==> src/rtl/asf_pkg.sv <==
package asf_pkg;

    localparam int unsigned ASF_W  = 32;
    localparam int unsigned BYTE_W = 8;
    localparam int unsigned WORD_W = 16;

    typedef enum logic [1:0] {
        SZ_BYTE  = 2'd0,
        SZ_WORD  = 2'd1,
        SZ_DWORD = 2'd2,
        SZ_ALT   = 2'd3
    } op_size_e;

    typedef struct packed {
        logic cf;
        logic pf;
        logic af;
        logic zf;
        logic sf;
        logic of;
    } flags_t;

    function automatic int unsigned size_bits(op_size_e s);
        case (s)
            SZ_BYTE: return BYTE_W;
            SZ_WORD: return WORD_W;
            default: return ASF_W;
        endcase
    endfunction

    function automatic logic [ASF_W-1:0] width_mask(op_size_e s);
        logic [ASF_W-1:0] m;
        m = '0;
        for (int unsigned i = 0; i < ASF_W; i++) begin
            if (i < size_bits(s)) m[i] = 1'b1;
        end
        return m;
    endfunction

endpackage

==> src/rtl/asf_operand_prep.sv <==
module asf_operand_prep
    import asf_pkg::*;
(
    input  logic [ASF_W-1:0] opa_i,
    input  logic [ASF_W-1:0] opb_i,
    input  logic             cin_i,
    input  logic             sub_i,
    input  op_size_e         size_i,
    output logic [ASF_W-1:0] a_o,
    output logic [ASF_W-1:0] b_o,
    output logic             c0_o
);
    logic [ASF_W-1:0] mask;

    always_comb begin
        mask = width_mask(size_i);
        a_o  = opa_i & mask;
        // subtract runs as A + ~B + ~borrow; inverted B stays inside the width
        b_o  = (sub_i ? ~opb_i : opb_i) & mask;
        c0_o = sub_i ? ~cin_i : cin_i;
    end
endmodule

==> src/rtl/asf_carry_chain.sv <==
module asf_carry_chain
    import asf_pkg::*;
#(
    parameter int unsigned N = ASF_W
) (
    input  logic [N-1:0] a_i,
    input  logic [N-1:0] b_i,
    input  logic         c0_i,
    output logic [N-1:0] sum_o,
    output logic [N:0]   carry_o
);
    assign carry_o[0] = c0_i;

    for (genvar i = 0; i < N; i++) begin : g_bit
        logic p;
        assign p              = a_i[i] ^ b_i[i];
        assign sum_o[i]       = p ^ carry_o[i];
        assign carry_o[i + 1] = (a_i[i] & b_i[i]) | (p & carry_o[i]);
    end
endmodule

==> src/rtl/asf_flag_gen.sv <==
module asf_flag_gen
    import asf_pkg::*;
(
    input  logic [ASF_W-1:0] sum_i,
    input  logic [ASF_W:0]   carry_i,
    input  logic             sub_i,
    input  op_size_e         size_i,
    output logic [ASF_W-1:0] res_o,
    output flags_t           flags_o
);
    logic c_out, c_top_in, c_half, sign_bit;

    always_comb begin
        case (size_i)
            SZ_BYTE: begin
                c_out    = carry_i[BYTE_W];
                c_top_in = carry_i[BYTE_W-1];
                c_half   = carry_i[BYTE_W/2];
                sign_bit = sum_i[BYTE_W-1];
            end
            SZ_WORD: begin
                c_out    = carry_i[WORD_W];
                c_top_in = carry_i[WORD_W-1];
                c_half   = carry_i[WORD_W/2];
                sign_bit = sum_i[WORD_W-1];
            end
            default: begin
                c_out    = carry_i[ASF_W];
                c_top_in = carry_i[ASF_W-1];
                c_half   = carry_i[ASF_W/2];
                sign_bit = sum_i[ASF_W-1];
            end
        endcase

        res_o      = sum_i & width_mask(size_i);
        // a set adder carry on a subtract means no borrow happened
        flags_o.cf = c_out ^ sub_i;
        flags_o.af = c_half ^ sub_i;
        flags_o.of = c_out ^ c_top_in;
        flags_o.pf = ~^res_o;
        flags_o.zf = (res_o == '0);
        flags_o.sf = sign_bit;
    end
endmodule

==> src/rtl/asf_unit.sv <==
module asf_unit
    import asf_pkg::*;
(
    input  logic             clk,
    input  logic             rst_n,
    input  logic [ASF_W-1:0] opa_i,
    input  logic [ASF_W-1:0] opb_i,
    input  logic             cin_i,
    input  logic             sub_i,
    input  logic [1:0]       size_i,
    output logic [ASF_W-1:0] res_o,
    output logic             cf_o,
    output logic             pf_o,
    output logic             af_o,
    output logic             zf_o,
    output logic             sf_o,
    output logic             of_o
);
    typedef struct packed {
        logic [ASF_W-1:0] res;
        flags_t           fl;
    } out_t;

    localparam out_t RST_VAL = '{res: '0,
                                 fl: '{cf: 1'b0, pf: 1'b1, af: 1'b0,
                                       zf: 1'b1, sf: 1'b0, of: 1'b0}};

    op_size_e         size_e;
    logic [ASF_W-1:0] a_m, b_x, sum;
    logic [ASF_W:0]   carry;
    logic             c0;
    logic [ASF_W-1:0] res_c;
    flags_t           fl_c;
    out_t             out_d, out_q;

    assign size_e = op_size_e'(size_i);

    asf_operand_prep u_prep (
        .opa_i (opa_i),
        .opb_i (opb_i),
        .cin_i (cin_i),
        .sub_i (sub_i),
        .size_i(size_e),
        .a_o   (a_m),
        .b_o   (b_x),
        .c0_o  (c0)
    );

    asf_carry_chain #(.N(ASF_W)) u_chain (
        .a_i    (a_m),
        .b_i    (b_x),
        .c0_i   (c0),
        .sum_o  (sum),
        .carry_o(carry)
    );

    asf_flag_gen u_flags (
        .sum_i  (sum),
        .carry_i(carry),
        .sub_i  (sub_i),
        .size_i (size_e),
        .res_o  (res_c),
        .flags_o(fl_c)
    );

    always_comb begin
        out_d     = out_q;
        out_d.res = res_c;
        out_d.fl  = fl_c;
    end

    always_ff @(posedge clk or negedge rst_n) begin
        if (!rst_n) out_q <= RST_VAL;
        else        out_q <= out_d;
    end

    assign res_o = out_q.res;
    assign cf_o  = out_q.fl.cf;
    assign pf_o  = out_q.fl.pf;
    assign af_o  = out_q.fl.af;
    assign zf_o  = out_q.fl.zf;
    assign sf_o  = out_q.fl.sf;
    assign of_o  = out_q.fl.of;

    a_r3_byte_upper_zero: assert property (@(posedge clk) disable iff (!rst_n)
        (size_i == 2'd0) |=> (res_o[ASF_W-1:BYTE_W] == '0));

    a_r3_word_upper_zero: assert property (@(posedge clk) disable iff (!rst_n)
        (size_i == 2'd1) |=> (res_o[ASF_W-1:WORD_W] == '0));

    a_r8_byte_sign: assert property (@(posedge clk) disable iff (!rst_n)
        (size_i == 2'd0) |=> (sf_o == res_o[BYTE_W-1]));

    a_r7_zero_sum: assert property (@(posedge clk) disable iff (!rst_n)
        (!sub_i && opa_i == '0 && opb_i == '0 && !cin_i)
        |=> (zf_o && pf_o && !cf_o && !of_o && res_o == '0));

    a_r4_no_borrow_on_zero: assert property (@(posedge clk) disable iff (!rst_n)
        (sub_i && opb_i == '0 && !cin_i) |=> !cf_o);

    a_r2_self_subtract: assert property (@(posedge clk) disable iff (!rst_n)
        (sub_i && opa_i == opb_i && !cin_i) |=> (zf_o && !cf_o && !of_o));

    a_r9_mixed_sign_add: assert property (@(posedge clk) disable iff (!rst_n)
        (!sub_i && size_i[1] && opa_i[ASF_W-1] != opb_i[ASF_W-1]) |=> !of_o);

endmodule

==> config.mk <==
export PLATFORM = sky130hd
export DESIGN_NAME = asf_unit
export DESIGN_NICKNAME = d
export VERILOG_FILES = /design/src/rtl/asf_pkg.sv /design/src/rtl/asf_operand_prep.sv /design/src/rtl/asf_carry_chain.sv /design/src/rtl/asf_flag_gen.sv /design/src/rtl/asf_unit.sv
export SDC_FILE = /design/constraint.sdc
export NUM_CORES = 1
export LEC_CHECK = 0
export ABC_AREA = 1
export BUFFER_PORTS_ARGS = -buffer_cell sky130_fd_sc_hd__clkbuf_2
export CAP_MARGIN = 10
export CORE_ASPECT_RATIO = 0.75
export CORE_MARGIN = 2
export CORE_UTILIZATION = 40
export DETAILED_ROUTE_END_ITERATION = 12
export GPL_ROUTABILITY_DRIVEN = 0
export PLACE_DENSITY = 0.66
export SLEW_MARGIN = 30
export SYNTH_ARGS = -nofsm -noshare
export SYNTH_HDL_FRONTEND = slang
export SYNTH_SLANG_ARGS = --single-unit
==> constraint.sdc <==
create_clock -name clk -period 1 [get_ports clk]
set_input_delay 0.1 -clock clk [delete_from_list [all_inputs] [get_ports clk]]
set_output_delay 0.1 -clock clk [all_outputs]
set_load 0.01 [all_outputs]
==> results of run 1 <==
[registers in the layout, summed over array words and instances, names as in the netlist]
name,count
zf_o,1
pf_o,1
cf_o,1
sf_o,1
of_o,1
af_o,1
res_o,32
[cells in the mapped netlist]
master | instances | share of area, %
nand2_1 | 109 | 13
inv_1 | 68 | 8.1
dfrtp_1 | 36 | 28
fa_1 | 32 | 20
nor2_1 | 32 | 3.8
a21oi_1 | 23 | 3.6
o21ai_0 | 22 | 3.5
ha_1 | 17 | 6.7
xnor2_1 | 12 | 3.3
clkbuf_1 | 10 | 1.2
buf_2 | 7 | 1.1
o21ai_1 | 5 | 0.79
nand3_1 | 4 | 0.63
nand4_1 | 4 | 0.79
inv_2 | 3 | 0.36
xor2_1 | 3 | 0.83
buf_4 | 2 | 0.47
dfstp_2 | 2 | 1.7
nand2_2 | 2 | 0.39
buf_6 | 1 | 0.36
nor2_2 | 1 | 0.20
nor4_1 | 1 | 0.20
o21ai_2 | 1 | 0.28
o22ai_1 | 1 | 0.20
[logic make-up (layout without fill, tap and decap cells)]
family	count (synthesis)	after routing
simple gates	153	153
buf+inv	91	228
compound gates	52	52
fa+ha+maj	49	49
flops	38	38
xor+xnor	15	15
[cells in the final DEF (no fill, tap or decap), types with 2 or more instances in the layout]
cell type	instances
clkbuf_8	6
nand3_1	4
a21oi_1	23
dfrtp_1	36
nor2_4	8
buf_6	14
nand2_1	108
inv_1	60
o21ai_0	22
o21ai_1	5
nor2_2	16
inv_2	11
clkbuf_2	104
ha_1	16
dfstp_2	2
fa_2	31
xnor2_1	11
xor2_1	3
buf_4	28
nand4_1	4
nand2_2	3
nor2_1	9
[tightest hold or removal path, stage by stage]
cell,delay (ps)
clkbuf_2,80
inv_1,80
fa_2,230
inv_2,30
[worst max-delay path by stage]
| stage | endpoint |
|---|---|
| 3_3_place_gp | pf_o |
| 3_5_place_dp | pf_o |
| 6_report | pf_o |
| 5_1_grt | pf_o |
| 2_1_floorplan | pf_o |
| 4_1_cts | pf_o |
[routing by layer]
layer	global-route usage [%]	wire, um	up-vias
met5	0	0	-
met4	5.45	114	0
met2	32.9	3860	83
met1	27.2	3760	1357
li1	-	-	1471
met3	4.25	527	9
[area by class of cell]
cell class | count | area (sq um) | area share [%]
Clock buffer | 7 | 86.3 | 1.94
Clock inverter | 1 | 5.00 | 0.112
Inverter | 71 | 267 | 5.98
Multi-Input combinational cell | 269 | 2070 | 46.5
Sequential cell | 38 | 953 | 21.4
Tap cell | 105 | 131 | 2.95
Timing Repair Buffer | 149 | 943 | 21.2
[timing repair]
item / 4_1_cts / 5_1_grt
cloned: 0 / 0
hold buffers: 1 / 0
resized for setup: 43 / 17
buffers inserted: 2 / 4
hold endpoints to repair: 36 / 0
pin swaps: 4 / 7
setup endpoints to repair: 39 / 39
[where the power goes]
group,internal [mW],switching [mW]
combinational,2.33,3.01
clock,0.557,0.544
sequential,1.92,0.122
total,4.80,3.68
[metrics by stage]
step           util [%]  TNS, ps  std cells  total power, mW
6_report           57.3  -235690        640             8.47
5_1_grt            57.3  -240920        640             9.31
4_1_cts            56.3  -235950        637             8.33
3_5_place_dp       53.1  -253250        627             6.91
3_3_place_gp       53.1  -247940        627             6.75
2_1_floorplan         -  -244910        398             5.29
==> results.tsv, run 1 <==
metric	value	unit
outcome	finished with violations	
failing checks	setup timing	
CTS root buf	clkbuf_8	
count of cell types in the netlist	24	
number of global-route vias before repair	2881	
gr ovfl total	0	
antenna-violating nets left	0	
die width	107	um
Hold Path End	res_o[5]	
gr usage total	20.1	%
die height	81.1	um
Clock Path Buffers	2	
worst path required time	1230	ps
Seq/Total Area, Yosys	30.1	%
min Tclk post-route	12600	ps
fin. max-slew vios	0	
DRC viols	0	
H-tree levels	2	
Critical Path Source Type	input port	
Post-Synth XOR/XNOR Area	4.15	%
Slew headroom	66.1	%
clock sinks	38	
HP Start	opa_i[5]	
crit path DAT	12840	ps
Synth Area in Adders	26.9	%
Final Hold Fails	0	
port bufs	107	
core region area	0.00778	sq mm
mux share of post-synthesis cell area	0	%
largest family of logic cells by synthesized area	adder cells	
routed via count	2920	
initial drt markers	125	
maximum single-stage delay on the critical path	410	ps
largest net degree at the start of global routing	55	
Design Area, Final	0.00446	sq mm
Simple-Gate Fraction of Synth Area	18.9	%
worst hold stages	4	
WHS	265	ps
Vias/cell	4.56	
number of antenna violations at the first check in global routing	0	
synthesis-to-layout area growth	40.8	%
Power Density	1900	mW/mm^2
pre-CTS setup slack	-12080	ps
post-synthesis cell area	0.00317	sq mm
Worst-path clk slew	70	ps
CTS tree	built	
WL final	8260	um
Tcrit/Tclk final	1260	%
crit path buf inv count	3	
first-pass GRT wire length	13400	um
Crit Path Class	in -> reg	
wire per inst	12.9	um
worst vdd ir	0.820	mV
Post-Syn Nets	517	
number of CTS-inserted buffers	5	
FP Rows	28	
worst slew pin tran	508	ps
final setup fails	39	
most frequent CP cell	fa_2	
final worst slack	-11600	ps
crit end category	flop	
Leak	2.35	nW
max cap viols	0	
hpwl dp	6790	um
Placement Cell Area	0.00413	sq mm
class of the worst hold path	in -> reg	
Diodes inserted	0	
Seq cells post-synth	38	
Layout fillers	697	
Nets	653	
Slowest-stage cell, CP	fa_2	
post-synthesis compound-gate area fraction	8.37	%
TritonRoute pass-1 iters	5	
Crit path max-delay family	adder cells	
maximum clock rate	0.0794	GHz
Die ar.	0.00866	sq mm
crit path from	sub_i	
layout cells sized above 1	43.0	%
Initial Util	40.7	%
CP Depth	46	
Synth Instances	398	
Ys Warns	0	
unrepaired setup endpoints after global routing	true	
CP max FO	5	
# IOs	108	
Avg Inst Size Synth	7.96	sq um
(Power assumes the default switching activity.)
==> run 2, diff against run 1 <==
==> constraint.sdc (replaced) <==
create_clock -name clk -period 12.75 [get_ports clk]
set_input_delay 1.275 -clock clk [delete_from_list [all_inputs] [get_ports clk]]
set_output_delay 1.275 -clock clk [all_outputs]
set_load 0.01 [all_outputs]
==> results.tsv, run 2 (synthesis gave the netlist of run 1 again) <==
metric	value	unit
outcome	finished with violations	
failing checks	setup timing	
largest net degree at the start of global routing	39	
max FFs per register	32	
TritonRoute pass-1 iters	5	
fin cells	606	
maximum single-stage delay on the critical path	430	ps
worst vdd ir	0.0592	mV
crit end category	flop	
core region area	0.00778	sq mm
max cap viols	0	
Final Hold Fails	0	
clock sinks	38	
final worst slack	-1000	ps
placed cell count	595	
Leak	2.16	nW
first-pass GRT wire length	12500	um
gr ovfl total	0	
CTS tree	built	
Tcrit/Tclk final	108	%
crit path buf inv count	4	
Critical Path Source Type	input port	
number of antenna violations at the first check in global routing	0	
Slew headroom	45.7	%
number of global-route vias before repair	2654	
most frequent CP cell	fa_2	
H-tree levels	2	
Die ar.	0.00866	sq mm
final setup fails	6	
DRC viols	0	
most common cell after layout, fill and taps aside	nand2_1	
Slowest-stage cell, CP	fa_2	
layout cells sized above 1	34.3	%
unrepaired setup endpoints after global routing	true	
crit path from	sub_i	
Worst-path clk slew	80	ps
CP max FO	5	
Power Density	148	mW/mm^2
Clock Path Buffers	2	
CTS root buf	clkbuf_8	
Crit Path Class	in -> reg	
Crit path max-delay family	adder cells	
hpwl dp	6690	um
Design Area, Final	0.00405	sq mm
antenna-violating nets left	0	
WL final	7790	um
FP Rows	28	
Placement Cell Area	0.00387	sq mm
post-route setup TNS	-2820	ps
die height	81.1	um
die width	107	um
# hold bufs at CTS	0	
Diodes inserted	0	
fin. max-slew vios	0	
worst path required time	12960	ps
synthesis-to-layout area growth	27.8	%
Vias/cell	4.46	
Initial Util	40.7	%
maximum clock rate	0.0727	GHz
routed via count	2700	
Final Util	52.1	%
port bufs	107	
# IOs	108	
Nets	620	
most frequent cells in the layout	nand2_1, clkbuf_2, inv_1, dfrtp_1	
worst slew pin tran	814	ps
gr usage total	18.6	%
crit path DAT	13960	ps
initial drt markers	102	
wire per inst	12.9	um
number of CTS-inserted buffers	5	
min Tclk post-route	13750	ps
class of the worst hold path	in -> async	
-- run 2: area by class of cell --
type | count | area [sq um]
Tap cell | 105 | 131
Fill cell | 763 | 3730
Timing Repair Buffer | 116 | 632
Inverter | 71 | 267
Clock inverter | 1 | 7.51
Clock buffer | 6 | 72.6
Sequential cell | 38 | 953
Multi-Input combinational cell | 269 | 1990
-- run 2: routing by layer --
layer	track usage, %	part of all wire [%]
met5	0	0
met4	4.16	1.1
met2	30.4	47
met3	3.85	6.1
met1	25.6	46
-- run 2: worst max-delay path by stage --
stage                     cells after the start  slack, ps  endpoint
after detailed placement                     47      -1530      pf_o
after floorplan                              48      -1180      pf_o
after global routing                         46      -1320      pf_o
final                                        47      -1000      pf_o
after global placement                       47      -1320      pf_o
after CTS                                    47      -1070      pf_o
-- run 2: stage by stage --
stage / total power [mW] / setup slack (ps) / hold WS (ps)
6_report: 0.600 / -1000 / 1070
5_1_grt: 0.665 / -1320 / 1140
4_1_cts: 0.598 / -1070 / 1140
3_5_place_dp: 0.516 / -1530 / 1450
3_3_place_gp: 0.506 / -1320 / 1450
2_1_floorplan: 0.415 / -1180 / 979
-- run 2: report_power, final --
part	leakage, nW	total (mW)	switching, mW	internal (mW)
Sequential	0.465	0.160	0.00982	0.150
Combinational	1.65	0.363	0.216	0.147
Clock	0.0373	0.0774	0.0399	0.0375
-- run 2: timing repair --
| item | CTS | global route |
|---|---|---|
| setup buffers | 1 | 4 |
| resized for setup | 7 | 6 |
| pin swaps | 3 | 7 |
| endpoints found under the setup margin | 7 | 7 |
==> run 3, diff against run 2 <==
--- a/config.mk
+++ b/config.mk
@@ -14,6 +14,7 @@
 export DETAILED_ROUTE_END_ITERATION = 12
 export GPL_ROUTABILITY_DRIVEN = 0
 export PLACE_DENSITY = 0.66
+export SKIP_CTS_REPAIR_TIMING = 1
 export SLEW_MARGIN = 30
 export SYNTH_ARGS = -nofsm -noshare
 export SYNTH_HDL_FRONTEND = slang
==> results.tsv, run 3 (synthesis gave the netlist of run 1 again) <==
metric	value	unit
class of the worst hold path	in -> async	
largest net degree at the start of global routing	39	
worst slew pin tran	816	ps
most frequent CP cell	fa_2	
worst vdd ir	0.0598	mV
Diodes inserted	0	
unrepaired setup endpoints after global routing	true	
FP Rows	28	
routed via count	2690	
Nets	621	
min Tclk post-route	13720	ps
maximum clock rate	0.0729	GHz
Slowest-stage cell, CP	fa_2	
first-pass GRT wire length	12500	um
outcome	finished with violations	
Slew headroom	45.6	%
gr usage total	18.5	%
TritonRoute pass-1 iters	5	
final worst slack	-969	ps
crit path buf inv count	4	
Final Hold Fails	0	
Crit Path Class	in -> reg	
fin. max-slew vios	0	
number of CTS-inserted buffers	5	
failing checks	setup timing	
number of antenna violations at the first check in global routing	0	
Worst-path clk slew	80	ps
crit end category	flop	
initial drt markers	88	
die height	81.1	um
most common cell after layout, fill and taps aside	nand2_1	
max FFs per register	32	
Crit path max-delay family	adder cells	
CP max FO	5	
DRC viols	0	
CTS tree	built	
Tcrit/Tclk final	108	%
crit path DAT	13930	ps
H-tree levels	2	
# IOs	108	
Leak	2.14	nW
Design Area, Final	0.00404	sq mm
Initial Util	40.7	%
Power Density	148	mW/mm^2
pre-CTS setup slack	-1530	ps
port bufs	107	
Die ar.	0.00866	sq mm
synthesis-to-layout area growth	27.6	%
core region area	0.00778	sq mm
layout cells sized above 1	34.5	%
Placement Cell Area	0.00387	sq mm
clock sinks	38	
Final Util	52.0	%
maximum single-stage delay on the critical path	410	ps
final setup fails	6	
number of global-route vias before repair	2657	
most frequent cells in the layout	nand2_1, clkbuf_2, inv_1, dfrtp_1	
CTS root buf	clkbuf_8	
die width	107	um
max cap viols	0	
antenna-violating nets left	0	
Clock Path Buffers	2	
Critical Path Source Type	input port	
Vias/cell	4.43	
hpwl dp	6690	um
worst path required time	12960	ps
WL final	7770	um
gr ovfl total	0	
wire per inst	12.8	um
## run 3: power by group
group,switching (mW),internal [mW]
clock,0.0403,0.0375
combinational,0.214,0.146
sequential,0.00986,0.150
## run 3: path summary, 6_finish.rpt
path	start	endpoint	slack [ps]	cells after the start
setup / recovery	sub_i	pf_o	-970	47
hold / removal	rst_n	res_o[4]	1070	1
max in group asynchronous	rst_n	res_o[20]	11140	1
min in group clk	opa_i[4]	res_o[4]	1440	4
## run 3: layout make-up
| cell class | count | area, sq um |
|---|---|---|
| fill | 769 | 3730 |
| multi-input combinational | 269 | 1980 |
| sequential | 38 | 953 |
| timing repair buffer | 117 | 636 |
| inverter | 71 | 267 |
| tap | 105 | 131 |
| clock buffer | 6 | 72.6 |
| clock inverter | 1 | 7.51 |
## run 3: layer usage
layer	up-vias	wire, um	share of wire [%]	track usage [%]
met5	-	0	0	0
met4	0	82	1.1	4.16
met3	6	592	7.6	3.85
met2	81	3680	47	30.4
met1	1205	3410	44	25.5
li1	1398	-	-	-
## run 3: per-stage QoR
step	hold WS (ps)	total power [mW]	std cells	setup TNS, ps
finish	1070	0.599	607	-2750
global route	1140	0.665	607	-4420
CTS	1140	0.596	602	-4430
detailed placement	1450	0.516	595	-6610
global placement	1450	0.506	595	-5100
floorplan	979	0.415	398	-4160
